===== src/rtl/blit_pkg.sv =====
package blit_pkg;

    localparam logic [7:0] ROP_COPY  = 8'hCC;
    localparam logic [7:0] ROP_BRUSH = 8'hF0;
    localparam logic [7:0] ROP_BLACK = 8'h00;
    localparam logic [7:0] ROP_WHITE = 8'hFF;

    localparam logic [31:0] CORNER_MAX = 32'h0000_3FFF;

    typedef enum logic [2:0] {
        S_IDLE,
        S_CHECK,
        S_READ,
        S_WRITE,
        S_FINISH
    } blit_state_t;

    // Bytes per pixel for a type code; zero marks an invalid code.
    function automatic logic [2:0] type_bytes(input logic [3:0] code);
        unique case (code)
            4'd2:       return 3'd1;
            4'd3, 4'd4: return 3'd2;
            4'd5:       return 3'd3;
            4'd6:       return 3'd4;
            default:    return 3'd0;
        endcase
    endfunction

    function automatic logic [31:0] anchor(input logic [31:0] pos,
                                           input logic [31:0] size,
                                           input logic fwd);
        return fwd ? pos : pos + 32'd1 - size;
    endfunction

endpackage


===== src/rtl/blit_setup.sv =====
module blit_setup
    import blit_pkg::*;
#(
    parameter int ADDR_W  = 20,
    parameter int COORD_W = 16,
    parameter int DIM_W   = 14,
    parameter int PITCH_W = 14
) (
    input  logic [COORD_W-1:0] x_src,
    input  logic [COORD_W-1:0] y_src,
    input  logic [COORD_W-1:0] x_dst,
    input  logic [COORD_W-1:0] y_dst,
    input  logic [DIM_W-1:0]   w,
    input  logic [DIM_W-1:0]   h,
    input  logic [PITCH_W-1:0] pitch_s_r,
    input  logic [PITCH_W-1:0] pitch_d_r,
    input  logic [PITCH_W-1:0] pitch_f_r,
    input  logic [ADDR_W-1:0]  off_s_r,
    input  logic [ADDR_W-1:0]  off_d_r,
    input  logic [ADDR_W-1:0]  off_f_r,
    input  logic               per_surf,
    input  logic               xf,
    input  logic               yf,
    input  logic [3:0]         ptype,
    input  logic [7:0]         rop,
    input  logic [31:0]        brush,
    input  logic [23:0]        blk,
    input  logic [23:0]        wht,
    output logic [31:0]        s_left,
    output logic [31:0]        s_top,
    output logic [31:0]        d_left,
    output logic [31:0]        d_top,
    output logic [PITCH_W-1:0] s_pitch,
    output logic [PITCH_W-1:0] d_pitch,
    output logic [ADDR_W-1:0]  s_off,
    output logic [ADDR_W-1:0]  d_off,
    output logic [2:0]         pix_bytes,
    output logic               is_copy,
    output logic [31:0]        fill_px,
    output logic               cfg_bad,
    output logic               rop_bad,
    output logic               empty
);
    localparam int          WIDE  = 48;
    localparam logic [WIDE-1:0] FB_END = WIDE'(1) << ADDR_W;

    logic [WIDE-1:0] s_reach, d_reach;
    logic            d_bad, s_bad;

    always_comb begin
        s_pitch   = per_surf ? pitch_s_r : pitch_f_r;
        d_pitch   = per_surf ? pitch_d_r : pitch_f_r;
        s_off     = per_surf ? off_s_r   : off_f_r;
        d_off     = per_surf ? off_d_r   : off_f_r;
        pix_bytes = type_bytes(ptype);
        s_left    = anchor(32'(x_src), 32'(w), xf);
        s_top     = anchor(32'(y_src), 32'(h), yf);
        d_left    = anchor(32'(x_dst), 32'(w), xf);
        d_top     = anchor(32'(y_dst), 32'(h), yf);
        s_reach   = WIDE'(s_off) + WIDE'(s_left) + (WIDE'(s_top) + WIDE'(h)) * WIDE'(s_pitch);
        d_reach   = WIDE'(d_off) + WIDE'(d_left) + (WIDE'(d_top) + WIDE'(h)) * WIDE'(d_pitch);
        d_bad     = (d_pitch == '0) || (d_left > CORNER_MAX) || (d_top > CORNER_MAX)
                    || (d_reach >= FB_END);
        s_bad     = (s_pitch == '0) || (s_left > CORNER_MAX) || (s_top > CORNER_MAX)
                    || (s_reach >= FB_END);
        is_copy   = (rop == ROP_COPY);
        rop_bad   = !(is_copy || rop == ROP_BRUSH || rop == ROP_BLACK || rop == ROP_WHITE);
        cfg_bad   = (pix_bytes == 3'd0) || d_bad || (is_copy && s_bad);
        empty     = (w == '0) || (h == '0);
        unique case (rop)
            ROP_BLACK: fill_px = {8'hFF, blk};
            ROP_WHITE: fill_px = {8'hFF, wht};
            default:   fill_px = brush;
        endcase
    end

endmodule


===== src/rtl/blit_walker.sv =====
module blit_walker #(
    parameter int DIM_W = 14
) (
    input  logic             clk,
    input  logic             rst_n,
    input  logic             load,
    input  logic             step,
    input  logic             active,
    input  logic [DIM_W-1:0] w,
    input  logic [DIM_W-1:0] h,
    input  logic             xf,
    input  logic             yf,
    output logic [DIM_W-1:0] col,
    output logic [DIM_W-1:0] row,
    output logic             last
);
    logic [DIM_W-1:0] i_q, j_q;
    logic             row_end;

    assign row_end = (i_q == w - 1'b1);
    assign last    = row_end && (j_q == h - 1'b1);
    assign col     = xf ? i_q : w - 1'b1 - i_q;
    assign row     = yf ? j_q : h - 1'b1 - j_q;

    always_ff @(posedge clk or negedge rst_n) begin
        if (!rst_n) begin
            i_q <= '0;
            j_q <= '0;
        end else if (load) begin
            i_q <= '0;
            j_q <= '0;
        end else if (step) begin
            if (row_end) begin
                i_q <= '0;
                j_q <= j_q + 1'b1;
            end else begin
                i_q <= i_q + 1'b1;
            end
        end
    end

    AST_WALK_IN_RECT: assert property (@(posedge clk) disable iff (!rst_n)
        active |-> (i_q < w) && (j_q < h));

endmodule


===== src/rtl/blit2d_engine.sv =====
module blit2d_engine
    import blit_pkg::*;
#(
    parameter int ADDR_W  = 20,
    parameter int COORD_W = 16,
    parameter int DIM_W   = 14,
    parameter int PITCH_W = 14
) (
    input  logic               clk,
    input  logic               rst_n,
    input  logic               start,
    input  logic [COORD_W-1:0] src_x,
    input  logic [COORD_W-1:0] src_y,
    input  logic [COORD_W-1:0] dst_x,
    input  logic [COORD_W-1:0] dst_y,
    input  logic [DIM_W-1:0]   width,
    input  logic [DIM_W-1:0]   height,
    input  logic [PITCH_W-1:0] src_pitch,
    input  logic [PITCH_W-1:0] dst_pitch,
    input  logic [PITCH_W-1:0] def_pitch,
    input  logic [ADDR_W-1:0]  src_base,
    input  logic [ADDR_W-1:0]  dst_base,
    input  logic [ADDR_W-1:0]  def_base,
    input  logic               per_surface,
    input  logic               x_fwd,
    input  logic               y_fwd,
    input  logic [3:0]         pix_type,
    input  logic [31:0]        mix,
    input  logic [31:0]        brush_color,
    input  logic [23:0]        black_rgb,
    input  logic [23:0]        white_rgb,
    output logic               busy,
    output logic               done,
    output logic               cfg_error,
    output logic               rop_unsupported,
    output logic [COORD_W-1:0] dst_x_out,
    output logic [COORD_W-1:0] dst_y_out,
    output logic               mem_req,
    output logic               mem_we,
    output logic [ADDR_W-1:0]  mem_addr,
    output logic [3:0]         mem_be,
    output logic [31:0]        mem_wdata,
    input  logic               mem_ready,
    input  logic [31:0]        mem_rdata
);
    localparam int WIDE = 48;

    typedef struct packed {
        logic [COORD_W-1:0] sx, sy, dx, dy;
        logic [DIM_W-1:0]   w, h;
        logic [PITCH_W-1:0] sp, dp, fp;
        logic [ADDR_W-1:0]  sb, db, fb;
        logic               per, xf, yf;
        logic [3:0]         ty;
        logic [7:0]         rop;
        logic [31:0]        brush;
        logic [23:0]        blk, wht;
    } cfg_t;

    blit_state_t state_q, state_d;
    cfg_t        cfg_q;
    logic [31:0] pix_q;

    logic [31:0]        s_left, s_top, d_left, d_top, fill_px;
    logic [PITCH_W-1:0] s_pitch, d_pitch;
    logic [ADDR_W-1:0]  s_off, d_off;
    logic [2:0]         pix_bytes;
    logic               is_copy, cfg_bad, rop_bad, empty;
    logic [DIM_W-1:0]   col, row;
    logic               last, accept_start, last_write, finish_ok;
    logic [WIDE-1:0]    s_lin, d_lin;

    blit_setup #(.ADDR_W(ADDR_W), .COORD_W(COORD_W), .DIM_W(DIM_W), .PITCH_W(PITCH_W)) u_setup (
        .x_src(cfg_q.sx), .y_src(cfg_q.sy), .x_dst(cfg_q.dx), .y_dst(cfg_q.dy),
        .w(cfg_q.w), .h(cfg_q.h),
        .pitch_s_r(cfg_q.sp), .pitch_d_r(cfg_q.dp), .pitch_f_r(cfg_q.fp),
        .off_s_r(cfg_q.sb), .off_d_r(cfg_q.db), .off_f_r(cfg_q.fb),
        .per_surf(cfg_q.per), .xf(cfg_q.xf), .yf(cfg_q.yf), .ptype(cfg_q.ty),
        .rop(cfg_q.rop), .brush(cfg_q.brush), .blk(cfg_q.blk), .wht(cfg_q.wht),
        .s_left(s_left), .s_top(s_top), .d_left(d_left), .d_top(d_top),
        .s_pitch(s_pitch), .d_pitch(d_pitch), .s_off(s_off), .d_off(d_off),
        .pix_bytes(pix_bytes), .is_copy(is_copy), .fill_px(fill_px),
        .cfg_bad(cfg_bad), .rop_bad(rop_bad), .empty(empty)
    );

    blit_walker #(.DIM_W(DIM_W)) u_walker (
        .clk(clk), .rst_n(rst_n),
        .load(state_q == S_CHECK),
        .step(state_q == S_WRITE && mem_ready),
        .active(state_q == S_READ || state_q == S_WRITE),
        .w(cfg_q.w), .h(cfg_q.h), .xf(cfg_q.xf), .yf(cfg_q.yf),
        .col(col), .row(row), .last(last)
    );

    assign accept_start = (state_q == S_IDLE) && start;
    assign last_write   = (state_q == S_WRITE) && mem_ready && last;
    assign finish_ok    = last_write || (state_q == S_CHECK && !cfg_bad && !rop_bad && empty);

    always_comb begin
        s_lin = WIDE'(s_off) + (WIDE'(s_top) + WIDE'(row)) * WIDE'(s_pitch)
                + (WIDE'(s_left) + WIDE'(col)) * WIDE'(pix_bytes);
        d_lin = WIDE'(d_off) + (WIDE'(d_top) + WIDE'(row)) * WIDE'(d_pitch)
                + (WIDE'(d_left) + WIDE'(col)) * WIDE'(pix_bytes);
    end

    // State register
    always_ff @(posedge clk or negedge rst_n) begin
        if (!rst_n) state_q <= S_IDLE;
        else        state_q <= state_d;
    end

    // Transitions
    always_comb begin
        state_d = state_q;
        unique case (state_q)
            S_IDLE:   if (start) state_d = S_CHECK;
            S_CHECK: begin
                if (cfg_bad || rop_bad || empty) state_d = S_FINISH;
                else if (is_copy)                state_d = S_READ;
                else                             state_d = S_WRITE;
            end
            S_READ:   if (mem_ready) state_d = S_WRITE;
            S_WRITE: begin
                if (mem_ready) begin
                    if (last)         state_d = S_FINISH;
                    else if (is_copy) state_d = S_READ;
                    else              state_d = S_WRITE;
                end
            end
            S_FINISH: state_d = S_IDLE;
            default:  state_d = S_IDLE;
        endcase
    end

    // Outputs
    always_comb begin
        busy      = (state_q != S_IDLE);
        done      = (state_q == S_FINISH);
        mem_req   = (state_q == S_READ) || (state_q == S_WRITE);
        mem_we    = (state_q == S_WRITE);
        mem_addr  = ADDR_W'((state_q == S_READ) ? s_lin : d_lin);
        mem_be    = 4'((5'd1 << pix_bytes) - 5'd1);
        mem_wdata = is_copy ? pix_q : fill_px;
    end

    // Captured set-up, fetched pixel, status and coordinates
    always_ff @(posedge clk or negedge rst_n) begin
        if (!rst_n) begin
            cfg_q           <= '0;
            pix_q           <= '0;
            cfg_error       <= 1'b0;
            rop_unsupported <= 1'b0;
            dst_x_out       <= '0;
            dst_y_out       <= '0;
        end else begin
            if (accept_start) begin
                cfg_q           <= '{sx: src_x, sy: src_y, dx: dst_x, dy: dst_y,
                                     w: width, h: height,
                                     sp: src_pitch, dp: dst_pitch, fp: def_pitch,
                                     sb: src_base, db: dst_base, fb: def_base,
                                     per: per_surface, xf: x_fwd, yf: y_fwd,
                                     ty: pix_type, rop: mix[23:16], brush: brush_color,
                                     blk: black_rgb, wht: white_rgb};
                cfg_error       <= 1'b0;
                rop_unsupported <= 1'b0;
            end
            if (state_q == S_CHECK) begin
                cfg_error       <= cfg_bad;
                rop_unsupported <= rop_bad;
            end
            if (state_q == S_READ && mem_ready) pix_q <= mem_rdata;
            if (finish_ok) begin
                if (is_copy)
                    dst_x_out <= COORD_W'(cfg_q.xf ? d_left + 32'(cfg_q.w) : d_left);
                else
                    dst_x_out <= cfg_q.dx;
                dst_y_out <= COORD_W'(cfg_q.yf ? d_top + 32'(cfg_q.h) : d_top);
            end
        end
    end

    AST_REQ_INSIDE_JOB: assert property (@(posedge clk) disable iff (!rst_n)
        mem_req |-> busy);
    AST_DONE_SINGLE: assert property (@(posedge clk) disable iff (!rst_n)
        done |=> !done);
    AST_START_WHILE_BUSY: assert property (@(posedge clk) disable iff (!rst_n)
        (busy && start) |=> $stable(cfg_q));
    AST_REQ_HOLD: assert property (@(posedge clk) disable iff (!rst_n)
        (mem_req && !mem_ready) |=> mem_req && $stable(mem_addr) && $stable(mem_we));
    AST_BE_CONTIGUOUS: assert property (@(posedge clk) disable iff (!rst_n)
        mem_req |-> $onehot({1'b0, mem_be} + 5'd1));
    AST_REJECT_SILENT: assert property (@(posedge clk) disable iff (!rst_n)
        (state_q == S_CHECK && (cfg_bad || rop_bad)) |=> !mem_req && done);

endmodule


===== config.mk =====
export PLATFORM = sky130hd
export DESIGN_NAME = blit2d_engine
export DESIGN_NICKNAME = d
export VERILOG_FILES = /design/src/rtl/blit_pkg.sv /design/src/rtl/blit_setup.sv /design/src/rtl/blit_walker.sv /design/src/rtl/blit2d_engine.sv
export SDC_FILE = /design/constraint.sdc
export NUM_CORES = 2
export LEC_CHECK = 0
export ABC_CLOCK_PERIOD_IN_PS = 29000
export CAP_MARGIN = 20
export CORE_AREA = 4 4 395 397
export CTS_CLUSTER_DIAMETER = 80
export DETAILED_ROUTE_END_ITERATION = 10
export DIE_AREA = 0 0 399 401
export GPL_TIMING_DRIVEN = 0
export PLACE_DENSITY = 0.78
export SYNTH_ARGS = -nofsm -noshare
export SYNTH_HDL_FRONTEND = slang
export SYNTH_SLANG_ARGS = --single-unit

===== constraint.sdc =====
create_clock -name clk -period 29 [get_ports clk]
set_clock_uncertainty 0.15 [all_clocks]
set_input_delay 2.9 -clock clk [delete_from_list [all_inputs] [get_ports clk]]
set_output_delay 2.9 -clock clk [all_outputs]
set_load 0.01 [all_outputs]

After elaboration in Yosys (flattened, before gate mapping)
Cells that the tools add are included.

cells by class
  $add $sub $neg = 31
  $mul = 6
  magnitude comparators = 6
  equality and inequality tests = 17
  shift operators = 1
  mux-type cells = 33
  reduce and logical (&&, ||, !) cells = 41

operators with widths
  kind                                                                                   count
  32-bit by 14-bit adder with 33-bit output                                              6
  32-bit 2-to-1 mux                                                                      5
  14-bit 2-to-1 mux                                                                      10
  32-bit by 14-bit greater-than comparator with 1-bit output, second input constant      4
  32-bit by 14-bit subtractor with 32-bit output                                         4
  48-bit adder                                                                           2
  48-bit by 21-bit greater-or-equal comparator with 1-bit output, second input constant  2
  48-bit by 14-bit multiplier with 48-bit output                                         2
  20-bit adder                                                                           4
  16-bit by 1-bit adder with 17-bit output, second input constant                        4
  20-bit by 32-bit adder with 33-bit output                                              2
  33-bit by 14-bit multiplier with 20-bit output                                         2
  33-bit by 3-bit multiplier with 20-bit output                                          2
  32-bit one-hot mux with 2 select lines                                                 1
  20-bit 2-to-1 mux                                                                      3
  14-bit logical NOT                                                                     4
  16-bit 2-to-1 mux                                                                      3
  16-bit by 14-bit adder with 16-bit output                                              2
  14-bit by 1-bit adder with 14-bit output, second input constant                        2
  14-bit equality test                                                                   2
  14-bit by 1-bit subtractor with 14-bit output, second input constant                   2
  14-bit subtractor                                                                      2
  8-bit equality test, second input constant                                             3
  3-bit one-hot mux with 4 select lines                                                  2
  21 further kinds                                                                       60

storage, ports and cells
  register bits = 386
  logic and storage cells = 163

Depth between registers and ports, before layout
  depth in word-level cells = 15
  gate-level depth with buffers = 55
  gate-level depth less buffers = 49

Hierarchy
A second synthesis with hierarchy kept.

unflattened totals
  cells, all modules = 9,401
  area total of the unflattened synthesis = 77,306.6 um^2

modules (own cells, without submodules)
  module         instances  cells an instance  area an instance (um^2)
  blit_setup     1          4,974              39,768.1
  blit2d_engine  1          3,965              34,121.5
  blit_walker    1          462                3,417.0

Least setup slack after synthesis
OpenSTA, ideal clock, no wires.

  kind = register to register
  start point = register cfg_q[94] (netlist name)
  end point = register dst_x_out[10]
  library setup time = 0.125 ns
  arrival = 13.763 ns
  required time = 28.725 ns
  slack = 14.962 ns
  stages on the path, launching flop included = 52
  period minus slack after synthesis = 14.038 ns
  cell sequence = dfrtp_1 clkbuf_1 clkbuf_1 clkbuf_1 clkbuf_1 clkbuf_1 clkbuf_1 clkbuf_1 clkbuf_1 clkbuf_1 clkbuf_1 nand2_1 nand2_1 ha_1 a21o_1 a21oi_1 o21bai_1 a21oi_1 (+16 left out) fa_1 inv_1 fa_1 inv_1 ha_1 and2_1 nand3_1 o311a_1 o21ai_0 a21oi_1 o22ai_1 mux2_2 or4_2 or4_2 a2111oi_4 a31oi_4 buf_6 mux2_4

on the way
  longest elaborated chain between the ends = 12
  elaborated cells on any way between the ends = 28
  those cells by class = 4 x add/sub; 2 x mul; 2 x order compare; 4 x mux; 16 x reduce/logical

RTL lines
  item                                                                                          RTL line                            RTL
  from (decl)                                                                                   blit2d_engine.sv:61                 cfg_t cfg_q;
  from (signal assigned)                                                                        blit2d_engine.sv:157                cfg_q <= '{sx: src_x, sy: src_y, dx: dst_x, dy: dst_y,
  14-bit 2-to-1 mux, or another cell as far along                                               blit_setup.sv:52                    d_pitch = per_surf ? pitch_d_r : pitch_f_r;
  48-bit by 14-bit multiplier with 48-bit output, or another cell as far along                  blit_setup.sv:61                    d_reach = WIDE'(d_off) + WIDE'(d_left) + (WIDE'(d_top) + WIDE'(h)) * WIDE'(d_pitch);
  48-bit adder, or another cell as far along                                                    blit_setup.sv:61
  48-bit by 21-bit greater-or-equal comparator with 1-bit output, or another cell as far along  blit_setup.sv:63                    || (d_reach >= FB_END);
  1-bit logical OR (on tied branches)                                                           blit_setup.sv:63, blit_setup.sv:65
  1-bit logical OR or 1-bit logical AND (tied branches)                                         blit_setup.sv:68                    cfg_bad = (pix_bytes == 3'd0) || d_bad || (is_copy && s_bad);
  1-bit logical OR *                                                                            blit_setup.sv:68
  1-bit logical NOT *                                                                           blit2d_engine.sv:97                 assign finish_ok = last_write || (state_q == S_CHECK && !cfg_bad && !rop_bad && empty);
  1-bit logical AND * (3 in series)                                                             blit2d_engine.sv:97
  1-bit logical OR *                                                                            blit2d_engine.sv:97
  to (signal assigned)                                                                          blit2d_engine.sv:174                dst_x_out <= COORD_W'(cfg_q.xf ? d_left + 32'(cfg_q.w) : d_left);
  to (signal assigned)                                                                          blit2d_engine.sv:176                dst_x_out <= cfg_q.dx;
  to (decl)                                                                                     blit2d_engine.sv:36                 output logic [COORD_W-1:0] dst_x_out,

Mark *: on every way between the ends. The rest lies on a longest branch, timed or not.
A chain may end at the register's enable or synchronous reset.

Worst setup path after layout
  start point = register cfg_q[94] (netlist name)
  end point = register dst_y_out[13]

on the way
  longest elaborated chain between the ends = 12
  elaborated cells on any way between the ends = 28
  those cells by class = 4 x add/sub; 2 x mul; 2 x order compare; 4 x mux; 16 x reduce/logical

RTL lines
  item                                                                                          RTL line                            RTL
  14-bit 2-to-1 mux, or another cell as far along                                               blit_setup.sv:52
  48-bit by 14-bit multiplier with 48-bit output, or another cell as far along                  blit_setup.sv:61
  48-bit adder, or another cell as far along                                                    blit_setup.sv:61
  48-bit by 21-bit greater-or-equal comparator with 1-bit output, or another cell as far along  blit_setup.sv:63
  1-bit logical OR (on tied branches)                                                           blit_setup.sv:63, blit_setup.sv:65
  1-bit logical OR or 1-bit logical AND (tied branches)                                         blit_setup.sv:68
  1-bit logical OR *                                                                            blit_setup.sv:68
  1-bit logical NOT *                                                                           blit2d_engine.sv:97
  1-bit logical AND * (3 in series)                                                             blit2d_engine.sv:97
  1-bit logical OR *                                                                            blit2d_engine.sv:97
  to (signal assigned)                                                                          blit2d_engine.sv:177                dst_y_out <= COORD_W'(cfg_q.yf ? d_top + 32'(cfg_q.h) : d_top);
  to (decl)                                                                                     blit2d_engine.sv:37                 output logic [COORD_W-1:0] dst_y_out,

Marked as above.

==> flow_summary_export.csv <==
group,metric,value,unit
outcome,status,"completed",
critical_path,timing.reg2reg.setup_slack,9.80,ns
clocking,cts_root_buf,"clkbuf_16",
finish,fill_cells,13800,
place,numPortBuffers,417,
critical_path,worst_path_most_repeated_cell,"clkbuf_1",
synth,synth.avg_cell_area,8.72,um2
synth,netlist_area,0.0757,mm2
clocking,cts_setup_buffers,0,
global_route,grt_max_degree,119,
finish,area_delta_synth_final,11.7,%
timing,maxSlewHeadroom,0.0984,
global_route,grt_use_total,0.363,
floorplan,die_y,401,um
global_route,grt_overflow_total,0,
routing,wl,293000,um
global_route,met3_usage,0.133,
place,placed_cell_area,0.0828,mm2
critical_path,critPathKind,"flop to flop",
critical_path,slowest_stage,"clkbuf_1",
finish,drive_gt1_frac,0.0586,
floorplan,initial_core_util,0.498,
clocking,post_cts_resized,0,
timing,hold_viol,0,
synth,synthSimpleGateAreaFrac,0.152,
global_route,use_met1,0.466,
global_route,grt_antenna_before_repair,19,
routing,vias,66200,
synth,synth-xor-area-share,0.0522,
finish,stdcell_area,0.0845,mm2
timing,setup_viol,0,
place,dp_hpwl,249000,um
timing,finalCritPeriodShare,0.662,
synth,synthAdderAreaFrac,0.416,
timing,tightest_slew,1.31,ns
critical_path,endpoint_kind,"flop",
critical_path,crit_fanout,10,
routing,route.detailed.drc,0,
clocking,holdBufCountCts,0,
synth,synthMuxAreaShare,0.0555,
clocking,cts_tree,"yes",
synth,synthFlopType,"dfrtp_1",
timing,period_needed,19.20,ns
routing,ant_nets,0,
finish,fin_cells,11300,
synth,synth-edff-count,0,
clocking,path_clk_slew,0.07,ns
synth,yosysWarnings,0,
place,placed_cells,11200,
global_route,busiest_layer,"met2",
synth,ys_ff_latch,386,
floorplan,coreArea,0.152,mm2
synth,synthCells,8674,
timing,maxSlewViolCount,0,
critical_path,slowest_delay,0.71,ns
critical_path,required,29.38,ns
critical_path,worstPathArrival,19.58,ns
min_path,min_path_type,"flop to flop",
routing,firstDrtPassIters,8,
clocking,clock-sinks,386,
synth,yosysSeqAreaShare,0.128,
finish,final_nets,11300,
run,drv_cap,0,
timing,rsz0062_at_grt,"no",
floorplan,std_cell_rows,143,
routing,wl_per_cell,26.0,um
global_route,grt_pass1_vias,67900,
clocking,clk-insertion-delay-late,0.65,ns
floorplan,dieArea,0.160,mm2
timing,finalSetupTns,0,ns
routing,drt_iter0_drc,6548,
routing,avgViaCountPerCell,5.88,
clocking,clk_path_buf_depth,3,
synth,synth_top_family_by_area,"adder cells",
synth,synth_async_sr_flop_share,1.00,
floorplan,die_width,399,um
clocking,ctsHtreeMaxLevel,2,
synth,synth_fp_nets,10800,
synth,synth_compound_area_frac,0.100,
timing,max_freq,52.1,MHz
floorplan,pin_count,443,
global_route,grt_pass1_wl,431000,um
synth,ys_types,104,
global_route,met2_usage,0.530,
clocking,cts_buffers,48,
critical_path,startpoint_type,"flop",
place,gp_congestion,1.05,
-- synthesized netlist by cell type, drive strengths merged, types with 99 or more instances --
cell	number	area, um2
dfrtp	386	9660
xor2	119	1050
fa	1215	24300
and2	148	927
mux2	332	3820
nor2	656	2460
ha	570	7130
nand3	124	621
clkbuf	323	1270
a21o	141	1060
a21oi	339	1700
o21ai	259	1300
inv	1562	5860
nor3	99	495
nand2	1190	4470
xnor2	313	2740
-- cells in the final DEF (no fill, tap or decap), types with 16 or more instances in the layout --
master              n
fa_1             1215
xor2_1            118
buf_4              27
mux2_2            311
buf_1              19
a21oi_1           339
nor2_1            656
clkbuf_16          48
nor3_1             98
xnor2_1           312
or3_1              26
o31ai_1            28
nand3_1           124
or2_2              23
inv_1            1561
mux2_4             21
a2111oi_0          16
nand4_1            52
o21ai_0           254
nand2b_1           72
ha_1              570
and3_1             40
a21boi_0           22
nor4_1             33
a31oi_1            59
a22oi_1            30
clkdlybuf4s50_1   416
dfrtp_1           386
nor2b_1            67
o211ai_1           26
clkbuf_1          320
o21bai_1           56
mux2i_1            36
a211oi_1           34
nand2_1          1190
and2_1            146
a21o_1            141
o21a_1             47
-- cell type report --
| cell class | count | area [um2] | share of cell area |
|---|---|---|---|
| Inverter | 1562 | 5860 | 0.0694 |
| Multi-Input combinational cell | 6375 | 58700 | 0.695 |
| Antenna cell | 6 | 15.0 | 0.000178 |
| Clock buffer | 61 | 1320 | 0.0156 |
| Sequential cell | 386 | 9660 | 0.114 |
| Timing Repair Buffer | 460 | 4620 | 0.0546 |
| Clock inverter | 27 | 345 | 0.00408 |
| Buffer | 351 | 1450 | 0.0172 |
| Tap cell | 2030 | 2540 | 0.0300 |
-- sequential cells by signal, summed over array words and instances, names as in the netlist --
name and cells:
dst_y_out 16, cfg_error 1, u_walker.j_q 14, dst_x_out 16
state_q 3, u_walker.i_q 14, rop_unsupported 1, pix_q 32
cfg_q 289
-- logic make-up after synthesis --
family                   after synthesis
XOR/XNOR                             439
AND/OR/NAND/NOR                     2596
flip-flops                           386
buffers and inverters               1913
AO/OA/AOI/OAI                       1185
multiplexers                         370
adder cells (fa/ha/maj)             1785
-- path summary, 6_finish.rpt --
check | startpoint | endpoint | depth (start not counted)
worst max-delay path | cfg_q[94] | dst_y_out[13] | 52
worst min-delay path | cfg_q[100] | cfg_q[100] | 1
worst max register to register | cfg_q[94] | dst_y_out[13] | 52
worst min register to register | cfg_q[100] | cfg_q[100] | 1
max in group asynchronous | rst_n | cfg_q[134] | 3
min in group asynchronous | rst_n | cfg_q[5] | 1
-- layer usage --
layer / vias up / part of all wire
met5: - / 0.00033
met4: 14 / 0.070
met3: 826 / 0.13
met2: 3923 / 0.42
met1: 32900 / 0.38
li1: 28500 / -
-- metrics by stage --
step	utilization	hold slack, ns	setup WS [ns]
finish	0.557	0.356	9.80
global route	0.556	0.367	9.24
CTS	0.556	0.354	10.09
detailed placement	0.545	0.339	10.12
global placement	0.542	0.331	7.36
floorplan	-	0.323	14.96
-- critical path: cells and delay by family, from the launching register on --
kind / cells / cell delay, ns
and+or+nand+nor: 10 / 3.45
DFF: 1 / 0.33
adders and majority gates: 8 / 3.81
AOI/OAI and AO/OA: 17 / 4.92
buffers and inverters: 15 / 5.57
muxes: 2 / 0.81
Power is not shown: default switching activity piles up to over one toggle a cycle in this logic, so the estimate is an artifact.
